### src/rtl/rv_alu_decoder_pkg.sv
package rv_alu_decoder_pkg;

  localparam int unsigned ILEN     = 32;
  localparam int unsigned OPC_W    = 7;
  localparam int unsigned REG_AW   = 5;
  localparam int unsigned F3_W     = 3;
  localparam int unsigned F7_W     = 7;
  localparam int unsigned IMM_W    = 12;
  localparam int unsigned ALUOP_W  = 4;

  localparam logic [OPC_W-1:0] OPC_REG = 7'b0110011;
  localparam logic [OPC_W-1:0] OPC_IMM = 7'b0010011;

  localparam logic [F7_W-1:0]  F7_BASE = 7'b0000000;
  localparam logic [F7_W-1:0]  F7_ALT  = 7'b0100000;

  typedef enum logic [ALUOP_W-1:0] {
    ALU_ADD = 4'd0,
    ALU_SUB = 4'd1,
    ALU_AND = 4'd2,
    ALU_OR  = 4'd3,
    ALU_XOR = 4'd4,
    ALU_SLL = 4'd5,
    ALU_SRL = 4'd6,
    ALU_SRA = 4'd7
  } alu_op_e;

  typedef struct packed {
    logic [F7_W-1:0]   f7;
    logic [REG_AW-1:0] rs2;
    logic [REG_AW-1:0] rs1;
    logic [F3_W-1:0]   f3;
    logic [REG_AW-1:0] rd;
    logic [OPC_W-1:0]  opc;
  } instr_fields_t;

endpackage

### src/rtl/rv_dec_fields.sv
module rv_dec_fields
  import rv_alu_decoder_pkg::*;
(
  input  logic [ILEN-1:0]  word_i,
  output instr_fields_t    fld_o,
  output logic [IMM_W-1:0] imm_raw_o
);

  // The packed struct mirrors the instruction layout bit for bit.
  assign fld_o     = instr_fields_t'(word_i);
  assign imm_raw_o = word_i[ILEN-1 -: IMM_W];

endmodule

### src/rtl/rv_dec_imm_ext.sv
module rv_dec_imm_ext #(
  parameter int unsigned IN_W  = 12,
  parameter int unsigned OUT_W = 32
) (
  input  logic [IN_W-1:0]  raw_i,
  output logic [OUT_W-1:0] ext_o
);

  localparam int unsigned PAD_W = OUT_W - IN_W;

  generate
    if (PAD_W == 0) begin : g_no_pad
      assign ext_o = raw_i;
    end else begin : g_pad
      assign ext_o = {{PAD_W{raw_i[IN_W-1]}}, raw_i};
    end
  endgenerate

endmodule

### src/rtl/rv_dec_op_sel.sv
module rv_dec_op_sel
  import rv_alu_decoder_pkg::*;
(
  input  logic [OPC_W-1:0]   opc_i,
  input  logic [F3_W-1:0]    f3_i,
  input  logic [F7_W-1:0]    f7_i,
  output logic               reg_form_o,
  output logic               imm_form_o,
  output logic [ALUOP_W-1:0] op_o
);

  logic    reg_ok;
  logic    imm_ok;
  alu_op_e reg_op;
  alu_op_e imm_op;

  // Register-register form: funct7 qualifies add/sub and the right shifts.
  always_comb begin
    reg_ok = 1'b0;
    reg_op = ALU_ADD;
    if (f7_i == F7_BASE) begin
      reg_ok = 1'b1;
      unique case (f3_i)
        3'b000:  reg_op = ALU_ADD;
        3'b001:  reg_op = ALU_SLL;
        3'b100:  reg_op = ALU_XOR;
        3'b101:  reg_op = ALU_SRL;
        3'b110:  reg_op = ALU_OR;
        3'b111:  reg_op = ALU_AND;
        default: reg_ok = 1'b0;
      endcase
    end else if (f7_i == F7_ALT) begin
      unique case (f3_i)
        3'b000: begin reg_ok = 1'b1; reg_op = ALU_SUB; end
        3'b101: begin reg_ok = 1'b1; reg_op = ALU_SRA; end
        default: reg_ok = 1'b0;
      endcase
    end
  end

  // Register-immediate form: upper bits are immediate, never a qualifier.
  always_comb begin
    imm_ok = 1'b1;
    imm_op = ALU_ADD;
    unique case (f3_i)
      3'b000:  imm_op = ALU_ADD;
      3'b100:  imm_op = ALU_XOR;
      3'b110:  imm_op = ALU_OR;
      3'b111:  imm_op = ALU_AND;
      default: imm_ok = 1'b0;
    endcase
  end

  always_comb begin
    reg_form_o = (opc_i == OPC_REG) && reg_ok;
    imm_form_o = (opc_i == OPC_IMM) && imm_ok;
    if (reg_form_o)      op_o = reg_op;
    else if (imm_form_o) op_o = imm_op;
    else                 op_o = ALU_ADD;
  end

endmodule

### src/rtl/rv_alu_decoder.sv
module rv_alu_decoder
  import rv_alu_decoder_pkg::*;
#(
  parameter int unsigned XLEN = 32
) (
  input  logic [ILEN-1:0]    instr,
  output logic [OPC_W-1:0]   opcode,
  output logic [REG_AW-1:0]  rd_idx,
  output logic [REG_AW-1:0]  rs1_idx,
  output logic [REG_AW-1:0]  rs2_idx,
  output logic [F3_W-1:0]    funct3,
  output logic [F7_W-1:0]    funct7,
  output logic [XLEN-1:0]    imm,
  output logic               is_rtype,
  output logic               is_itype,
  output logic [ALUOP_W-1:0] alu_op,
  output logic               reg_we,
  output logic               use_imm,
  output logic               illegal
);

  instr_fields_t    fld;
  logic [IMM_W-1:0] imm_raw;
  logic             reg_form;
  logic             imm_form;
  logic             legal;

  rv_dec_fields u_fields (
    .word_i    (instr),
    .fld_o     (fld),
    .imm_raw_o (imm_raw)
  );

  rv_dec_imm_ext #(
    .IN_W  (IMM_W),
    .OUT_W (XLEN)
  ) u_imm (
    .raw_i (imm_raw),
    .ext_o (imm)
  );

  rv_dec_op_sel u_op (
    .opc_i      (fld.opc),
    .f3_i       (fld.f3),
    .f7_i       (fld.f7),
    .reg_form_o (reg_form),
    .imm_form_o (imm_form),
    .op_o       (alu_op)
  );

  assign opcode   = fld.opc;
  assign rd_idx   = fld.rd;
  assign rs1_idx  = fld.rs1;
  assign rs2_idx  = fld.rs2;
  assign funct3   = fld.f3;
  assign funct7   = fld.f7;

  assign legal    = reg_form | imm_form;
  assign is_rtype = reg_form;
  assign is_itype = imm_form;
  assign use_imm  = imm_form;
  assign illegal  = ~legal;
  assign reg_we   = legal & (fld.rd != '0);

endmodule

### config.mk
export PLATFORM = sky130hd
export DESIGN_NAME = rv_alu_decoder
export DESIGN_NICKNAME = d
export VERILOG_FILES = /design/src/rtl/rv_alu_decoder_pkg.sv /design/src/rtl/rv_dec_fields.sv /design/src/rtl/rv_dec_imm_ext.sv /design/src/rtl/rv_dec_op_sel.sv /design/src/rtl/rv_alu_decoder.sv
export SDC_FILE = /design/constraint.sdc
export NUM_CORES = 1
export LEC_CHECK = 0
export ABC_CLOCK_PERIOD_IN_PS = 2300
export CORE_AREA = 3 3 40 42
export DETAILED_ROUTE_END_ITERATION = 7
export DIE_AREA = 0 0 43 45
export DONT_BUFFER_PORTS = 1
export GPL_ROUTABILITY_DRIVEN = 0
export GPL_TIMING_DRIVEN = 0
export PLACE_DENSITY = 0.75
export REMOVE_ABC_BUFFERS = 1
export SLEW_MARGIN = 20
export SYNTH_ARGS = -nofsm -noshare
export SYNTH_HDL_FRONTEND = slang
export SYNTH_HIERARCHICAL = 1
export SYNTH_SLANG_ARGS = --single-unit
export TNS_END_PERCENT = 5
### constraint.sdc
create_clock -name vclk -period 2.3
set_clock_uncertainty 0.1 [all_clocks]
set_input_delay 0.345 -clock vclk [all_inputs]
set_output_delay 0.345 -clock vclk [all_outputs]
set_load 0.02 [all_outputs]
### Yosys cells after proc, flatten, opt, wreduce, memory -nomap -nowiden

Index checks and enable logic that the tools add are counted.
Widths: inputs -> output; s select.

| operators by class | value |
|---|---|
| equal/unequal tests | 8 |
| mux-type cells | 12 |
| bitwise logic cells | 3 |
| reductions and logical operators | 8 |

Operators by type and width:

| cell | number |
|---|---|
| $pmux 3 s5 | 1 |
| $eq 7x6->1 const B | 2 |
| $eq 3x3->1 const B | 4 |
| $mux 4 | 3 |
| $pmux 3 s3 | 1 |
| $eq 7x5->1 const B | 1 |
| $logic_not 7->1 | 1 |
| $pmux 3 s2 | 1 |
| $reduce_or 6->1 | 1 |
| $mux 1 | 5 |
| $reduce_bool 5->1 | 1 |
| $reduce_or 4->1 | 1 |
| $eq 3x1->1 const B | 1 |
| $logic_not 3->1 | 1 |
| $mux 3 | 1 |
| $logic_and 1x1->1 | 2 |
| $reduce_or 2->1 | 1 |
| $and 1x1->1 | 1 |
| $not 1->1 | 1 |
| $or 1x1->1 | 1 |

| word-level totals | value |
|---|---|
| register bits | 0 |
| bits of input ports | 32 |
| output and inout bits | 73 |
| word-level logic and storage cells | 31 |

### Depth between registers and ports, before layout

| depth | value |
|---|---|
| depth after elaboration | 8 |
| gate-level depth with buffers | 8 |
| depth with buffers taken out | 6 |

### Cells and area by module

The synthesis kept the hierarchy.

By module, submodules not included:

| module | instances | cells an instance | area each (sq um) | sequential area each (sq um) |
|---|---|---|---|---|
| rv_dec_fields | 1 | 44 | 330.3 | 0.0 |
| rv_dec_imm_ext | 1 | 32 | 240.2 | 0.0 |
| rv_dec_op_sel | 1 | 34 | 229.0 | 0.0 |
| rv_alu_decoder | 1 | 5 | 25.0 | 0.0 |

### Worst setup path after synthesis

No wires, ideal clock.

| path | value |
|---|---|
| path type | input to output |
| start point | input instr[6] |
| end point | output reg_we |
| data arrival time | 2.300 ns |
| required time | 1.855 ns |
| path slack | -0.445 ns |
| stages on the path | 6 |
| buffers on the path | 1 |
| cells stage by stage | buf_4 > and4b_1 > and3b_1 > nor3b_1 > nor2_1 > a21oi_1 |

| on the way | value |
|---|---|
| longest elaborated chain between the ends | 4 |
| elaborated cells on any way between the ends | 6 |
| those cells by class | 2 x eq/ne; 2 x bitwise; 2 x reduce/logical |

RTL lines:

| what | line | RTL |
|---|---|---|
| start, declared | rv_alu_decoder.sv:6 | `input logic [ILEN-1:0] instr,` |
| $eq 7x5->1 | rv_dec_op_sel.sv:56 | `imm_form_o = (opc_i == OPC_IMM) && imm_ok;` |
| $logic_and 1x1->1 | rv_dec_op_sel.sv:56 |  |
| via is_itype | rv_alu_decoder.sv:15 | `output logic is_itype,` |
| $or 1x1->1 | rv_alu_decoder.sv:58 | `assign legal = reg_form \| imm_form;` |
| $and 1x1->1 | rv_alu_decoder.sv:63 | `assign reg_we = legal & (fld.rd != '0);` |
| end, declared | rv_alu_decoder.sv:17 | `output logic reg_we,` |

The timed path passes the listed nets, and every way through them passes these cells.

### Worst setup path after layout

Ends and elaborated chain as after synthesis.

==> flow_summary.yaml <==
status:
  status: "finished clean"
sta:
  hold_violations: 0
  grt_setup_unrepaired: "no"
  max_freq_ghz: 0.457
  slew_headroom: 0.650
  finalSetupViolations: 0
  final_max_slew_viol_count: 0
  fin_crit_sh: 0.951
  period_minus_slack_ps: 2190
  tightestPinTransition_ps: 524
  fin_setup_tns_ps: 0
grt:
  grt_pass1_wl_mm: 1.94
  grt_pass1_vias: 289
  grt.total_usage: 0.150
  grt_start_max_net_pins: 24
  antenna_found_initial: 0
  grt.overflow.total: 0
power:
  power_density_nw_per_um2: 74.0
  leakage_uw: 0.0000931
  clkPwrFrac: 0
  max-vdd-ir-drop_mv: 0.0166
  pwr-share-comb: 1.000
  p_sw_uw: 10.5
  p_int_uw: 10.1
  swShare: 0.509
  power_frac_seq: 0
worst_hold_path:
  min-delay-start: "instr[30]"
  min_path_type: "input pin to output pin"
layout:
  fin_util: 0.217
  n_antenna_cell: 0
  final_nets: 70
  layout-drive-gt1-share: 0.194
  seq_cell_count: 0
  seqCellArea_sq_um: 0
  syn_to_final_growth_pct: -66.2
  clock_buffers: 0
  final.fill_count: 145
synthesis:
  synthTopCellsByCount: "78 x buf_4, 4 x a21oi_1, 4 x nor2b_1"
  seq_area_frac_synth: 0
  synthesis.area_sq_um: 825
  synth_most_common_cell: "buf_4"
  ys_types: 24
  syn_inst: 115
  ys_warn_count: 6
  yosysTopAreaCell: "buf_4"
  ys_top_cells_by_area: "buf_4 71%, nor2b_1 3.0%, nor4_4 2.6%"
  synth_top_area_share: 0.710
  syn_avg_cell_area_sq_um: 7.17
floorplan:
  rows: 13
  initial_utilization: 0.642
  die_y_um: 45
  fp.dieArea_sq_um: 1940
  pin_count: 105
  core_area_sq_um: 1280
  die_w_um: 43
critical_path:
  end_kind: "output pin"
  critical_path.slowest_cell: "nor3b_4"
  worstPathMaxFanout: 4
  startpoint: "instr[6]"
  critical_path_arrival_ps: 1740
  crit_type: "input pin to output pin"
  start_kind: "input pin"
  crit_chain: "and4b_1 -> and3b_1 -> nor3b_4 -> nor2_2 -> a21oi_4"
  slowest_delay_ps: 500
  required_ps: 1860
drt:
  drc: 0
  finalWirelength_mm: 1.61
  vias: 351
  drtIter0Drc: 0
  via_per_inst: 6.88
  wl_per_cell_um: 31.5
  first_pass_iters: 1
  antenna_left: 0
placement:
  io_buffers: 0
  place_hpwl_mm: 1.47
clocking:
  ctsHoldBuffers: 0
  postCtsSetupRepairBufs: 0
flow_run:
  maxCapViolCount: 0
[stage by stage]
stage | worst slack, ps | power [uW] | cells | hold WS, ps | instance area [sq um]
CTS | 50.6 | 20.0 | 51 | 590 | 272
global placement | -895 | 18.0 | 51 | 590 | 254
global route | 28.3 | 22.9 | 51 | 590 | 279
finish | 112 | 20.6 | 51 | 590 | 279
detailed placement | -349 | 18.8 | 51 | 590 | 259
floorplan | -746 | 16.9 | 36 | 590 | 235
[path summary, 6_finish.rpt]
kind | slack [ps] | end | depth (start not counted)
hold / removal | 590 | funct7[5] | 0
setup / recovery | 110 | reg_we | 5
[power by group through the flow]
stage	logic [uW]	clock network, uW	registers [uW]
floorplan	16.9	0	0
global placement	18.0	0	0
detailed placement	18.8	0	0
CTS	20.0	0	0
global route	22.9	0	0
finish	20.6	0	0
[cell usage in the layout, fill, tap and decap left out, drive strengths merged]
master and count:
o2111ai 1, o211a 1, nor3 2, xnor2 1, nor4 1, or3b 1
inv 2, a21oi 4, nand3 2, maj3 1, nor2 3, o21ai 3
nor3b 1, nand4 1, and3b 1, and4b 1, nor2b 4, or4b 1
a21boi 1, conb 1, nand2 3
[timing repair]
item                                   in CTS  in global routing
endpoints found under the hold margin       0                  0
setup endpoints to repair                   1                  1
resized for setup                           4                  1
[layer usage]
| layer | up-vias | share of wire | routed length [um] | track usage |
|---|---|---|---|---|
| met3 | 2 | 0.21 | 339 | 0.159 |
| met2 | 52 | 0.54 | 870 | 0.290 |
| met4 | 2 | 0.022 | 35 | 0.0301 |
| met5 | - | 0.020 | 32 | 0.143 |
| li1 | 138 | - | - | - |
| met1 | 157 | 0.21 | 331 | 0.0810 |
[logic make-up after synthesis]
family                     share of synthesized area
AOI/OAI and AO/OA                             0.0744
buffers and inverters                          0.724
xor gates and xnor gates                      0.0106
and+or+nand+nor                                0.175
adders and majority gates                     0.0121
other                                        0.00455
[layout make-up]
cell class / instances / area, sq um / share of cell area
Inverter: 2 / 7.51 / 0.0269
Tap cell: 15 / 18.8 / 0.0673
Multi-Input combinational cell: 34 / 253 / 0.906
[worst max-delay path: cells and delay by family]
kind,cells,cell delay [ps]
simple gates,4,1180
compound gates,1,220
Power figures use the tool's default switching activity.
